`src/rtl/segmap_pkg.sv`:
```
package segmap_pkg;
  localparam int VA_W     = 32;
  localparam int PA_W     = 30;
  localparam int SEG_BITS = 2;
  localparam int NSEG     = 1 << SEG_BITS;
  localparam int OFF_W    = VA_W - SEG_BITS;
  localparam int SUM_W    = ((OFF_W > PA_W) ? OFF_W : PA_W) + 1;

  // segment field of a virtual address
  function automatic logic [SEG_BITS-1:0] va_seg(input logic [VA_W-1:0] va);
    return va[VA_W-1 -: SEG_BITS];
  endfunction

  // offset field of a virtual address
  function automatic logic [OFF_W-1:0] va_off(input logic [VA_W-1:0] va);
    return va[OFF_W-1:0];
  endfunction

  // widened sum so that a carry past PA_W bits is visible
  function automatic logic [SUM_W-1:0] reloc_sum(input logic [PA_W-1:0] base,
                                                 input logic [OFF_W-1:0] off);
    return SUM_W'(base) + SUM_W'(off);
  endfunction
endpackage

```
`src/rtl/segmap_table.sv`:
```
module segmap_table
  import segmap_pkg::*;
(
  input  logic                clk,
  input  logic                rst_n,
  input  logic                wr_en,
  input  logic [SEG_BITS-1:0] wr_idx,
  input  logic [PA_W-1:0]     wr_base,
  input  logic [OFF_W-1:0]    wr_bound,
  input  logic [SEG_BITS-1:0] rd_idx,
  output logic [PA_W-1:0]     rd_base,
  output logic [OFF_W-1:0]    rd_bound
);
  logic [PA_W-1:0]  base_q  [NSEG];
  logic [OFF_W-1:0] bound_q [NSEG];

  for (genvar g = 0; g < NSEG; g++) begin : g_ent
    logic hit;
    assign hit = wr_en && (wr_idx == SEG_BITS'(g));
    always_ff @(posedge clk) begin
      if (!rst_n) begin
        base_q[g]  <= '0;
        bound_q[g] <= '0;
      end else if (hit) begin
        base_q[g]  <= wr_base;
        bound_q[g] <= wr_bound;
      end
    end
  end

  assign rd_base  = base_q[rd_idx];
  assign rd_bound = bound_q[rd_idx];


  wr_lands_chk: assert property (@(posedge clk) disable iff (!rst_n)
    wr_en && rd_idx == wr_idx |=> $past(rd_idx) != rd_idx || rd_bound == $past(wr_bound));
endmodule

```
`src/rtl/segmap_check.sv`:
```
module segmap_check
  import segmap_pkg::*;
(
  input  logic             clk,
  input  logic             rst_n,
  input  logic [PA_W-1:0]  base,
  input  logic [OFF_W-1:0] bound,
  input  logic [OFF_W-1:0] off,
  output logic [PA_W-1:0]  paddr,
  output logic             fault
);
  logic [SUM_W-1:0] sum;
  logic             in_bound;
  logic             carry_out;

  assign sum       = reloc_sum(base, off);
  assign in_bound  = off < bound;
  assign carry_out = |(sum >> PA_W);
  assign fault     = !in_bound || carry_out;
  assign paddr     = fault ? '0 : sum[PA_W-1:0];


  pass_in_range_chk: assert property (@(posedge clk) disable iff (!rst_n)
    !fault |-> (SUM_W'(paddr) >= SUM_W'(base)) && (off < bound));
endmodule

```
`src/rtl/segmap_xlate.sv`:
```
module segmap_xlate
  import segmap_pkg::*;
(
  input  logic                clk,
  input  logic                rst_n,
  input  logic                cfg_we,
  input  logic [SEG_BITS-1:0] cfg_idx,
  input  logic [PA_W-1:0]     cfg_base,
  input  logic [OFF_W-1:0]    cfg_bound,
  input  logic                req_valid,
  output logic                req_ready,
  input  logic [VA_W-1:0]     req_vaddr,
  output logic                rsp_valid,
  input  logic                rsp_ready,
  output logic [PA_W-1:0]     rsp_paddr,
  output logic                rsp_fault
);
  logic [PA_W-1:0]  sel_base;
  logic [OFF_W-1:0] sel_bound;
  logic [PA_W-1:0]  xl_paddr;
  logic             xl_fault;
  logic             accept;

  assign req_ready = !rsp_valid || rsp_ready;
  assign accept    = req_valid && req_ready;

  segmap_table u_table (
    .clk      (clk),
    .rst_n    (rst_n),
    .wr_en    (cfg_we),
    .wr_idx   (cfg_idx),
    .wr_base  (cfg_base),
    .wr_bound (cfg_bound),
    .rd_idx   (va_seg(req_vaddr)),
    .rd_base  (sel_base),
    .rd_bound (sel_bound)
  );

  segmap_check u_check (
    .clk   (clk),
    .rst_n (rst_n),
    .base  (sel_base),
    .bound (sel_bound),
    .off   (va_off(req_vaddr)),
    .paddr (xl_paddr),
    .fault (xl_fault)
  );

  always_ff @(posedge clk) begin
    if (!rst_n) begin
      rsp_valid <= 1'b0;
      rsp_paddr <= '0;
      rsp_fault <= 1'b0;
    end else if (accept) begin
      rsp_valid <= 1'b1;
      rsp_paddr <= xl_paddr;
      rsp_fault <= xl_fault;
    end else if (rsp_ready) begin
      rsp_valid <= 1'b0;
    end
  end


  fault_zero_chk: assert property (@(posedge clk) disable iff (!rst_n)
    rsp_valid && rsp_fault |-> rsp_paddr == '0);


  one_cycle_chk: assert property (@(posedge clk) disable iff (!rst_n)
    req_valid && req_ready |=> rsp_valid);


  stall_hold_chk: assert property (@(posedge clk) disable iff (!rst_n)
    rsp_valid && !rsp_ready |=> rsp_valid && $stable(rsp_paddr) && $stable(rsp_fault));


  stall_block_chk: assert property (@(posedge clk) disable iff (!rst_n)
    rsp_valid && !rsp_ready |-> !req_ready);
endmodule

```
`config.mk`:
```
export PLATFORM = sky130hd
export DESIGN_NAME = segmap_xlate
export DESIGN_NICKNAME = d
export VERILOG_FILES = /design/src/rtl/segmap_pkg.sv /design/src/rtl/segmap_table.sv /design/src/rtl/segmap_check.sv /design/src/rtl/segmap_xlate.sv
export SDC_FILE = /design/constraint.sdc
export NUM_CORES = 1
export LEC_CHECK = 0
export BUFFER_PORTS_ARGS = -buffer_cell sky130_fd_sc_hd__buf_2
export CAP_MARGIN = 10
export CORE_MARGIN = 2
export CORE_UTILIZATION = 64
export DETAILED_ROUTE_END_ITERATION = 10
export GPL_TIMING_DRIVEN = 1
export HOLD_SLACK_MARGIN = 0.1
export PLACE_DENSITY = 0.85
export SLEW_MARGIN = 20
export SYNTH_ARGS = -nofsm -noshare
export SYNTH_HDL_FRONTEND = slang
export SYNTH_SLANG_ARGS = --single-unit
```
`constraint.sdc`:
```
create_clock -name clk -period 9.4 [get_ports clk]
set_input_delay 1.41 -clock clk [delete_from_list [all_inputs] [get_ports clk]]
set_output_delay 1.41 -clock clk [all_outputs]
set_load 0.1 [all_outputs]
```
[Word-level counts from Yosys, hierarchy flattened]
Memories as Yosys holds them, arrays and structs flattened.
Cells that the tools add are included.
Operators by class
  add/sub/neg operators: 1
  multipliers: 0
  div/mod/pow operators: 0
  $lt $le $gt $ge: 1
  equality and inequality tests: 3
  shift-type cells: 0
  multiplexer cells: 24
  bitwise operators: 8
  reduce and logical (&&, ||, !) cells: 11
Operators by type and width (count)
  $mux W30: 9
  $add A30 B30 Y31: 1
  $lt A30 B30 Y1: 1
  $mux W1: 15
  $or A1 B1 Y1: 8
  $logic_and A1 B1 Y1: 5
  $eq A2 B2 Y1 const B: 2
  $eq A2 B1 Y1 const B: 1
  $logic_not A1 Y1: 2
  $logic_not A2 Y1: 1
  $logic_or A1 B1 Y1: 2
  $reduce_bool A2 Y1: 1
Storage, ports and cells
  bits in registers: 32
  latch bits: 0
  RAM bits: 240
  memory bits (read-only): 0
  output and inout bits: 33
  memories: 2
Memories
  u_table.base_q: words 4, bits a word 30, rd ports 1, clocked after memory_dff 0, write ports 4, RTL line segmap_table.sv:14  | logic [PA_W-1:0] base_q [NSEG];
  u_table.bound_q: words 4, bits a word 30, rd ports 1, clocked after memory_dff 0, write ports 4, RTL line segmap_table.sv:15  | logic [OFF_W-1:0] bound_q [NSEG];

[Depth between registers and ports, before layout]
Gate-level depths: netlist of the first run.
  word-level depth: 6
  gate-level depth with buffers: 17
  gate-level depth less buffers: 13

[Cells and area by module]
Synthesis of the first run repeated with hierarchy kept, for this count alone.
Unflattened totals
  cell total of the unflattened synthesis: 1096
  area total of the unflattened synthesis: 14315.0 µm²
By module, submodules not included
  segmap_table: instances 1, cells an instance 589, area an instance 10412.5 µm², seq. area each 7206.9 µm²
  segmap_check: instances 1, cells an instance 367, area an instance 2585.0 µm², seq. area each 0.0 µm²
  segmap_xlate: instances 1, cells an instance 140, area an instance 1317.5 µm², seq. area each 640.6 µm²

[Worst setup path after synthesis of the first run]
OpenSTA, ideal clock, no wires.
  kind: input to register
  start point: input port cfg_idx[0]
  end point: memory u_table.base_q[2][0], enable pin
  library setup time: 561 ps
  data arrival time: 5818 ps
  data required time: 8839 ps
  slack: 3022 ps
  stages: 2
  path buffers: 0
  path through: nand2b_1 o21ai_0
RTL lines
  start, declared: RTL line segmap_xlate.sv:7  | input logic [SEG_BITS-1:0] cfg_idx,
  end, declared: RTL line segmap_table.sv:14

[Worst setup path after layout of the first run]
  start point: input port req_vaddr[30]
  end point: register rsp_paddr[19]
On the way
  word-level cells in the longest chain between the ends: 5
  elaborated cells on any way between the ends: 7
  classes of those cells: add/sub (1); order compare (1); mux (1); reduce/logical (2); memory (2)
RTL lines
  start, declared: RTL line segmap_xlate.sv:12  | input logic [VA_W-1:0] req_vaddr,
  $mem_v2 Z4 W30
  $lt A30 B30 Y1: RTL line segmap_check.sv:17  | assign in_bound = off < bound;
  $logic_not A1 Y1: RTL line segmap_check.sv:19  | assign fault = !in_bound || carry_out;
  $logic_or A1 B1 Y1: RTL line segmap_check.sv:19
  $mux W30 *: RTL line segmap_check.sv:20  | assign paddr = fault ? '0 : sum[PA_W-1:0];
  end signal, assigned: RTL line segmap_xlate.sv:56  | rsp_paddr <= xl_paddr;
  end, declared: RTL line segmap_xlate.sv:15  | output logic [PA_W-1:0] rsp_paddr,
Mark *: on every way between the ends. The rest lies on a longest branch, timed or not.
A chain may end at the register's enable or synchronous reset.

==> out/metrics.cfg, run 1 <==
[worst_setup_path]
crit_type = input pin to register
rr_worst_depth = 14
reg2reg_to = rsp_paddr[19]$_SDFFE_PN0P_
worstPathArrival_ps = 5760
cp-start-kind = input pin
worst_setup_path_end_kind = register
crit_fanout = 37
rrSetupSlack_ps = 5840
r2r_start = u_table.base_q[1][0]$_SDFFCE_PN0P_
crit_required_ps = 9840

[timing]
setup_tns_ps = 0
final-hold-violation-count = 0
fin_crit_ps = 5320
rsz0062_at_grt = false
slew_violations = 0
fmaxAchievable_mhz = 188
setup_violations = 0
tightest_slew_ps = 1030
fin_skew_ps = 9.43
period_share_pct = 56.6
relSlewSlack_pct = 31.0

[logic_synthesis]
ys_top_cells_by_area = edfxtp_1 (53%), and2_1 (11%), mux4_2 (9.9%)
yosysTopAreaCellShare_pct = 52.9
synth_edf_count = 240
synth_cell_type_count = 57
syn_nets = 1159
synth-async-reset-ratio_pct = 0
synth_cells = 1000
yosys.area.top_type = edfxtp_1
yosysSeqAreaShare_pct = 57.6
syn-mean-instance-area_um2 = 13.6
netlist_area_mm2 = 0.0136
synth_top_flop_cell = edfxtp_1
ys_warn_count = 0
synth-seq-cells = 272

[floorplan]
coreArea_mm2 = 0.0210
rows = 53
fp.dieH_um = 150
die_w_um = 150
io_pins = 132
die_area_mm2 = 0.0225
initial_core_util_pct = 65.0

[placed_design]
routabilityCongestion = 0.892
io_buffer_count = 131
dp.final_hpwl_um = 20300

[final_layout]
areaGrowthSynthToFinish_pct = 14.4
fin_nets = 1281
nFillCells = 1326
drive_gt1_share_pct = 23.6

[cts]
cts_buffer_depth = 3
clk_latency_ps = 540
clkSlewWorstSetupHoldPaths_ps = 60
cts_tree = built
cts_resized = 0
postCtsHoldBufs = 0
ctsRootBufferMaster = clkbuf_16
postCtsSetupRepairBufs = 0
htree_levels = 1
cts.sinks = 272
cts_made_buffers = 28

[power_and_ir_drop]
p_int_mw = 2.33
p_leak_nw = 6.10
pwr-share-comb_pct = 17.6
power-per-cell-area_mw_per_mm2 = 204
power_mw = 3.18
p_switching_mw = 0.843
switching_share_pct = 26.5
irDropWorstVdd_mv = 0.128
clkPwrFrac_pct = 37.2
p_seq_share_pct = 45.3

[grt]
antenna_found_initial = 7
grt_pass1_wl_um = 47700
grt_max_degree = 61
grt_overflow_total = 0
first_global_vias = 8846
groute.usage.overall_pct = 27.8

[detailed_routing]
final_antenna_net_count = 0
drc = 0
wire_per_inst_um = 21.8
post_drt_via_cell_ratio = 6.06
drt_wl_total_um = 31100
vias = 8647
drt_iter0_markers = 732
drtPass1Iterations = 5

[run_status]
status = complete, no violations

[hold_path]
min_path_type = register to register
hp-start = rsp_paddr[19]$_SDFFE_PN0P_
hold_path_depth = 2
min_to = rsp_paddr[19]$_SDFFE_PN0P_

[run]
max-cap-violations = 0

[cells in the final DEF (no fill, tap or decap), types with 11 or more instances in the layout]
cell,netlist,layout
xnor2_1,16,16
inv_1,40,40
a22oi_1,15,15
nor2b_1,30,30
ha_1,59,59
clkbuf_16,0,29
mux4_2,60,60
nand3_1,13,13
a21o_1,20,20
buf_2,1,130
buf_4,1,13
a21oi_1,37,37
and2_1,240,240
nand2_1,25,25
nor2_1,15,11
edfxtp_1,240,240
o21ai_0,18,14
dfxtp_1,32,32
[critical path, cell delays in order]
cell and delay [ps]:
buf_4 410, buf_4 710, mux4_2 600, ha_1 230
inv_1 80, fa_1 170, nand2b_1 170, a21oi_2 90
o2111ai_2 260, nor2_1 80, o32a_1 400, a31oi_2 200
o311a_1 200, buf_4 330, nand2_2 100, o31ai_1 290
[power by group through the flow]
| stage | Combinational (mW) | Clock (mW) | Sequential (mW) |
|---|---|---|---|
| CTS | 0.553 | 1.19 | 1.44 |
| detailed placement | 0.549 | 0 | 1.46 |
| finish | 0.558 | 1.18 | 1.44 |
| floorplan | 0.319 | 0 | 1.55 |
| global placement | 0.535 | 0 | 1.45 |
| global route | 0.599 | 1.23 | 1.44 |
[metal layers]
layer  track usage [%]  wire length (um)  vias to the layer above
li1                  -                 -                     3947
met1              38.1             12800                     4259
met2              46.3             15400                      384
met3              4.51              2300                       55
met4              8.63               642                        2
met5                 0                13                        -
[state kept, by name (all words and copies together) (netlist names)]
register and flops:
u_table.bound_q 120, u_table.base_q 120, rsp_valid 1, rsp_paddr 30
rsp_fault 1
[per-stage QoR]
stage / setup slack, ps / area [um^2] / instances / hold WS, ps / util [%]
finish: 4080 / 15600 / 1427 / 498 / 74.4
global route: 3770 / 15600 / 1424 / 523 / 74.3
CTS: 4040 / 15600 / 1419 / 498 / 74.3
detailed placement: 3550 / 14600 / 1367 / 462 / 69.6
global placement: 3630 / 14600 / 1367 / 468 / 69.6
floorplan: 3020 / 13600 / 1000 / 803 / -
[worst max path at each step]
stage	depth (start not counted)	from	slack [ps]	end
2_1_floorplan	2	cfg_idx[0]	3020	u_table.base_q[2][0]$_SDFFCE_PN0P_
3_3_place_gp	16	req_vaddr[30]	3630	rsp_paddr[19]$_SDFFE_PN0P_
3_5_place_dp	16	req_vaddr[30]	3550	rsp_paddr[19]$_SDFFE_PN0P_
4_1_cts	16	req_vaddr[30]	4040	rsp_paddr[19]$_SDFFE_PN0P_
5_1_grt	16	req_vaddr[30]	3770	rsp_paddr[19]$_SDFFE_PN0P_
6_report	16	req_vaddr[30]	4080	rsp_paddr[19]$_SDFFE_PN0P_
[cells by family (layout without fill, tap and decap cells)]
group                      after synthesis  count (layout)  share of synthesized area, %
buffers and inverters                   91             235                          2.66
AOI/OAI and AO/OA                      140             140                          7.38
adders and majority gates               60              60                          5.56
other                                    0               8                             0
and+or+nand+nor                        352             352                          15.3
xor gates and xnor gates                25              25                          1.61
DFF                                    272             272                          57.6
muxes                                   60              60                          9.92
[final cells by class]
| type | instances | area [um^2] | area share (%) |
|---|---|---|---|
| diodes | 8 | 20.0 | 0.128 |
| clock buffers | 32 | 737 | 4.73 |
| clock inverters | 20 | 245 | 1.57 |
| inverters | 40 | 150 | 0.963 |
| multi-input cells | 637 | 5490 | 35.2 |
| flip-flops and latches | 272 | 7850 | 50.4 |
| well taps | 275 | 344 | 2.21 |
| repair buffers | 143 | 748 | 4.80 |
[cells in the mapped netlist, drive strengths merged, types with 2 or more instances]
| library cell | n |
|---|---|
| nand2 | 26 |
| nand2b | 6 |
| xnor2 | 16 |
| a32oi | 2 |
| nor2b | 30 |
| nand4 | 8 |
| o21a | 2 |
| a2111oi | 3 |
| o211ai | 4 |
| and3 | 4 |
| xor2 | 9 |
| a311oi | 2 |
| nor2 | 15 |
| a21boi | 3 |
| dfxtp | 32 |
| a21oi | 38 |
| edfxtp | 240 |
| a21o | 20 |
| nor3 | 6 |
| nand3 | 13 |
| buf | 9 |
| o21bai | 3 |
| ha | 59 |
| and2 | 240 |
| inv | 40 |
| o21ai | 19 |
| a211oi | 4 |
| mux4 | 60 |
| o31ai | 2 |
| o31a | 2 |
| a22oi | 25 |
| a31oi | 2 |
| clkbuf | 42 |
(Power assumes the default switching activity.)
==> inputs of run 2 (changes only) <==
- CORE_UTILIZATION: 64 -> 54
- PLACE_DENSITY: 0.85 -> 0.77
- clock period: 9.4 -> 4.53 ns (I/O delays scaled with it)
==> run 2 against run 1 <==
Clock-buffer cell count rose by 5; via count decreased by 1.3%; total power rose by 100%; clock skew rose by 4.7 ps; critical endpoint unchanged; cell area up 0.50%; largest power group unchanged; combinational power up 110%; utilization fell by 12 points.
==> out/metrics.cfg, run 2 (synthesized netlist as in run 1, its figures left out) <==
[worst_setup_path]
critPathTopFamily = compound AO/OA/AOI/OAI gates  ; was buffers and inverters
worstPathArrival_ps = 4260  ; was 5760 ps
worst_setup_path_end_kind = register  ; unchanged
crit_buf_inv = 4  ; unchanged
crit_fanout = 29  ; was 37
crit_type = input pin to register  ; unchanged
max_stage_delay_ps = 520  ; was 710 ps
crit_required_ps = 4990  ; was 9840 ps
cp-start-kind = input pin  ; unchanged
worstPathCellList = buf_4 -> buf_12 -> buf_4 -> mux4_2 -> ha_1 -> a21oi_1 -> nor2b_1 -> o21ai_0 -> nand4_1 -> nor3_1 -> o311a_1 -> buf_12 -> nand2_2 -> o31ai_1  ; was buf_4 -> buf_4 -> mux4_2 -> ha_1 -> inv_1 -> fa_1 -> nand2b_1 -> a21oi_2 -> o2111ai_2 -> nor2_1 -> o32a_1 -> a31oi_2 -> o311a_1 -> buf_4 -> nand2_2 -> o31ai_1
crit_path_top_delay_cell = mux4_2  ; was buf_4

[detailed_routing]
drtPass1Iterations = 5  ; unchanged
final_antenna_net_count = 0  ; unchanged
drt_wl_total_um = 31000  ; was 31100 um
wire_per_inst_um = 20.8  ; was 21.8 um
drc = 0  ; unchanged
post_drt_via_cell_ratio = 5.73  ; was 6.06
vias = 8532  ; was 8647
drt_iter0_markers = 848  ; was 732

[cts]
postCtsSetupRepairBufs = 0  ; unchanged
htree_levels = 1  ; unchanged
cts.sinks = 272  ; unchanged
cts_resized = 0  ; unchanged
cts_made_buffers = 28  ; unchanged
ctsRootBufferMaster = clkbuf_16  ; unchanged
clk_latency_ps = 560  ; was 540 ps
cts_tree = built  ; unchanged
cts_buffer_depth = 3  ; unchanged
postCtsHoldBufs = 0  ; unchanged
clkSlewWorstSetupHoldPaths_ps = 60  ; about the same

[power_and_ir_drop]
power-per-cell-area_mw_per_mm2 = 405  ; was 204 mW/mm^2
p_leak_nw = 6.12  ; was 6.10 nW
irDropWorstVdd_mv = 0.264  ; was 0.128 mV

[timing]
rsz0062_at_grt = false  ; unchanged
relSlewSlack_pct = 45.8  ; was 31.0%
fin_crit_ps = 3800
tightest_slew_ps = 814  ; was 1030 ps
period_share_pct = 83.9
fmaxAchievable_mhz = 263
slew_violations = 0  ; unchanged
setup_violations = 0  ; unchanged
final-hold-violation-count = 0  ; unchanged
whs_ps = 388  ; was 498 ps
fin_skew_ps = 14.2  ; was 9.43 ps

[final_layout]
reg.largest.list = u_table.base_q: 120 flops, u_table.bound_q: 120 flops, rsp_paddr: 30 flops  ; unchanged
fin_nets = 1293  ; was 1281
areaGrowthSynthToFinish_pct = 14.9  ; was 14.4%
nFillCells = 1870  ; was 1326
ff_latch_area_mm2 = 0.00785  ; unchanged
drive_gt1_share_pct = 24.1  ; was 23.6%
fin_cells = 1490  ; was 1427
multi_input_area_mm2 = 0.00549  ; unchanged
final_cell_mix = and2_1 (240), edfxtp_1 (240), buf_2 (130)  ; unchanged
fin_util_pct = 62.7  ; was 74.4%

[grt]
grt_overflow_total = 0  ; unchanged
first_global_vias = 8802  ; was 8846
antenna_found_initial = 6  ; was 7
grt_max_degree = 53  ; was 61
grt_pass1_wl_um = 48000  ; was 47700 um
groute.usage.overall_pct = 23.8  ; was 27.8%

[floorplan]
die_area_mm2 = 0.0265  ; was 0.0225 mm^2
initial_core_util_pct = 54.6  ; was 65.0%
rows = 58  ; was 53
fp.dieH_um = 163  ; was 150 um
die_w_um = 163  ; was 150 um
coreArea_mm2 = 0.0250  ; was 0.0210 mm^2
io_pins = 132  ; unchanged

[run_status]
status = complete, no violations  ; unchanged

[placed_design]
dp_cells = 1434  ; was 1367
io_buffer_count = 131  ; unchanged
dp.final_hpwl_um = 21300  ; was 20300 um
routabilityCongestion = 0.886  ; was 0.892

[run]
max-cap-violations = 0  ; unchanged

[hold_path]
min_path_type = input pin to register  ; was register to register

==> run 2: cell types whose count changed in the layout (fill, tap and decap cells not counted), sizes merged <==
cell	change
buf	+12
clkbuf	+5
bufinv	-4
clkinv	-2
diode	-2
clkinvlp	-1
==> run 2: path summary, 6_finish.rpt <==
check | slack (ps) | end | depth (start not counted) | start
max | 730 | rsp_paddr[19]$_SDFFE_PN0P_ | 14 | req_vaddr[30]
min | 390 | rsp_valid$_SDFFE_PN0P_ | 3 | req_valid
max reg2reg | 1090 | rsp_paddr[19]$_SDFFE_PN0P_ | 13 | u_table.bound_q[3][7]$_SDFFCE_PN0P_
min reg2reg | 480 | rsp_paddr[29]$_SDFFE_PN0P_ | 2 | rsp_paddr[29]$_SDFFE_PN0P_
==> run 2: area by class of cell <==
cell class	instances	area share, %
Multi-Input combinational cell	637	35.1
Clock inverter	13	0.855
Sequential cell	272	50.1
Antenna cell	6	0.0959
Timing Repair Buffer	155	5.59
Inverter	40	0.959
Tap cell	330	2.64
Clock buffer	37	4.69
==> run 2: worst min-delay path, delay by kind of cell <==
family | cells | cell delay (ps)
AOI/OAI and AO/OA | 1 | 60
buffers and inverters | 2 | 140
==> run 2: where the power goes <==
group / internal (mW) / switching [mW] / total, mW
registers: 2.92 / 0.0582 / 2.98
clock network: 1.26 / 0.949 / 2.20
logic: 0.427 / 0.735 / 1.16
==> run 2: per-layer routing <==
layer / wire (um) / part of all wire (%) / track usage (%)
met1: 12700 / 41 / 30.8
met2: 14800 / 48 / 39.4
met3: 2480 / 8.0 / 5.30
met4: 1040 / 3.4 / 9.21
met5: 0 / 0 / 0
==> run 2: metrics by stage <==
step                setup TNS [ps]  total power [mW]  setup slack [ps]  area (um^2)
floorplan                  -134150              3.88             -1120        13600
global placement                 0              4.16               238        14800
detailed placement               0              4.19               239        14800
CTS                              0              6.37               783        15600
global route                     0              6.58               515        15700
finish                           0              6.35               728        15700
==> inputs of run 3 (changes only) <==
- clock period: 4.53 -> 3.48 ns (I/O delays scaled with it)
==> run 3 against run 2 <==
Critical endpoint unchanged; critical path depth up 1; final cell count up 6.7%; highest routed layer is now met5; non-clock buffer count increased by 103; sequential power grew 30%; die area unchanged; total power rose by 33%; clock-buffer cell count stayed put; flip-flop and latch count did not move; first-iteration DRC count increased by 2.4%.
==> out/metrics.cfg, run 3 (synthesized netlist as in run 1, its figures left out) <==
[worst_setup_path]
worstPathArrival_ps = 3760  ; was 4260 ps
crit_fanout = 16  ; was 29
cp-start-kind = input pin  ; unchanged
crit_required_ps = 3940  ; was 4990 ps
worst_setup_path_end_kind = register  ; unchanged
rr_worst_depth = 14  ; was 13
crit_type = input pin to register  ; unchanged

[detailed_routing]
wire_per_inst_um = 20.1  ; was 20.8 um
drc = 0  ; unchanged
drt_wl_total_um = 31900  ; was 31000 um
drtPass1Iterations = 5  ; unchanged
drt_iter0_markers = 868  ; was 848
post_drt_via_cell_ratio = 5.64  ; was 5.73
vias = 8969  ; was 8532
final_antenna_net_count = 0  ; unchanged

[placed_design]
dpl_cell_area_mm2 = 0.0157  ; was 0.0148 mm^2
dp.final_hpwl_um = 21600  ; was 21300 um
dp_cells = 1537  ; was 1434
pre_cts_slack_ps = -293  ; was 239 ps
routabilityCongestion = 0.862  ; was 0.886
io_buffer_count = 131  ; unchanged

[cts]
htree_levels = 1  ; unchanged
clkSlewWorstSetupHoldPaths_ps = 60  ; about the same
ctsRootBufferMaster = clkbuf_16  ; unchanged
cts.sinks = 272  ; unchanged
cts_made_buffers = 28  ; unchanged
postCtsHoldBufs = 0  ; unchanged
cts_tree = built  ; unchanged
cts_resized = 0  ; unchanged
postCtsSetupRepairBufs = 0  ; unchanged
cts_buffer_depth = 3  ; unchanged
clk_latency_ps = 540  ; was 560 ps

[hold_path]
min_path_type = input pin to register  ; unchanged
hold_path_depth = 3  ; unchanged

[grt]
antenna_found_initial = 5  ; was 6
groute.usage.overall_pct = 24.4  ; was 23.8%
grt_overflow_total = 0  ; unchanged
grt_pass1_wl_um = 49700  ; was 48000 um
grt_max_degree = 61  ; was 53
first_global_vias = 9050  ; was 8802

[timing]
setup_tns_ps = 0  ; unchanged
relSlewSlack_pct = 55.2  ; was 45.8%
timing.final.ws_setup_ps = 178  ; was 728 ps
slew_violations = 0  ; unchanged
fin_skew_ps = 16.2  ; was 14.2 ps
setup_violations = 0  ; unchanged
tightest_slew_ps = 672  ; was 814 ps
final-hold-violation-count = 0  ; unchanged
period_share_pct = 94.9
fmaxAchievable_mhz = 303
rsz0062_at_grt = false  ; unchanged
whs_ps = 242  ; was 388 ps
fin_crit_ps = 3300

[final_layout]
areaGrowthSynthToFinish_pct = 21.2  ; was 14.9%
drive_gt1_share_pct = 30.5  ; was 24.1%
finish.instance_area_mm2 = 0.0165  ; was 0.0157 mm^2
reg.largest.list = u_table.base_q: 120 flops, u_table.bound_q: 120 flops, rsp_paddr: 30 flops  ; unchanged
fin_cells = 1590  ; was 1490
final_cell_mix = and2_1 (240), edfxtp_1 (240), buf_2 (130)  ; unchanged
fin_nets = 1396  ; was 1293

[floorplan]
rows = 58  ; unchanged
coreArea_mm2 = 0.0250  ; unchanged
die_area_mm2 = 0.0265  ; unchanged
fp.dieH_um = 163  ; unchanged
initial_core_util_pct = 54.6  ; unchanged
die_w_um = 163  ; unchanged
io_pins = 132  ; unchanged

[power_and_ir_drop]
p_leak_nw = 6.63  ; was 6.12 nW
p_switching_mw = 2.27  ; was 1.74 mW
clkPwrFrac_pct = 32.8  ; was 34.7%
switching_share_pct = 26.9  ; was 27.5%
p_seq_share_pct = 46.1  ; was 47.0%
irDropWorstVdd_mv = 0.325  ; was 0.264 mV
power-per-cell-area_mw_per_mm2 = 510  ; was 405 mW/mm^2
pwr-share-comb_pct = 21.0  ; was 18.3%
p_int_mw = 6.15  ; was 4.60 mW

[run]
max-cap-violations = 0  ; unchanged

[run_status]
status = complete, no violations  ; unchanged

run 3: cell types whose count changed in the layout (fill, tap and decap cells not counted), moves of 2 or more:
cell / previous run / this run
buf_4: 22 / 120
buf_12: 3 / 8
clkinv_1: 2 / 7
ha_1: 59 / 55
diode_2: 6 / 3
ha_4: 0 / 3
clkinv_4: 2 / 0
run 3: per-stage QoR:
step	utilization (%)	total power, mW
floorplan	-	5.07
global placement	62.8	5.66
detailed placement	62.8	5.71
CTS	66.1	8.45
global route	66.1	8.74
finish	66.1	8.41
run 3: critical path: stages:
cell and delay, ps:
buf_4 290, buf_4 310, buf_4 190, mux4_2 530
inv_1 80, ha_1 230, a21o_1 160, a21oi_1 180
nor4_1 80, nor3_1 320, buf_4 190, o311a_1 220
buf_12 140, nand2_2 70, o31ai_1 230
run 3: cell type report:
| cell class | count | area [um^2] |
|---|---|---|
| diodes | 3 | 7.51 |
| clock buffers | 37 | 756 |
| clock inverters | 13 | 81.3 |
| fillers | 1803 | 8450 |
| inverters | 40 | 150 |
| multi-input cells | 637 | 5540 |
| flip-flops and latches | 272 | 7850 |
| well taps | 330 | 413 |
| repair buffers | 258 | 1710 |
run 3: power groups by stage:
stage / clock, mW / sequential [mW] / combinational, mW
CTS: 2.80 / 3.88 / 1.77
detailed placement: 0 / 3.95 / 1.76
finish: 2.76 / 3.88 / 1.77
global placement: 0 / 3.93 / 1.73
floorplan: 0 / 4.18 / 0.888
global route: 2.93 / 3.90 / 1.91
run 3: metal layers:
metal / routed length, um / track usage (%)
met3: 2190 / 4.30
met4: 767 / 7.52
met2: 15400 / 40.3
met1: 13600 / 33.3
met5: 27 / 0
run 3: path summary, 6_finish.rpt:
kind                                            from                         end  slack (ps)
hold / removal                             req_valid      rsp_valid$_SDFFE_PN0P_         240
hold reg to reg           rsp_paddr[28]$_SDFFE_PN0P_  rsp_paddr[28]$_SDFFE_PN0P_         490
setup / recovery                       req_vaddr[30]  rsp_paddr[19]$_SDFFE_PN0P_         180
setup reg to reg  u_table.base_q[2][0]$_SDFFCE_PN0P_  rsp_paddr[19]$_SDFFE_PN0P_         330
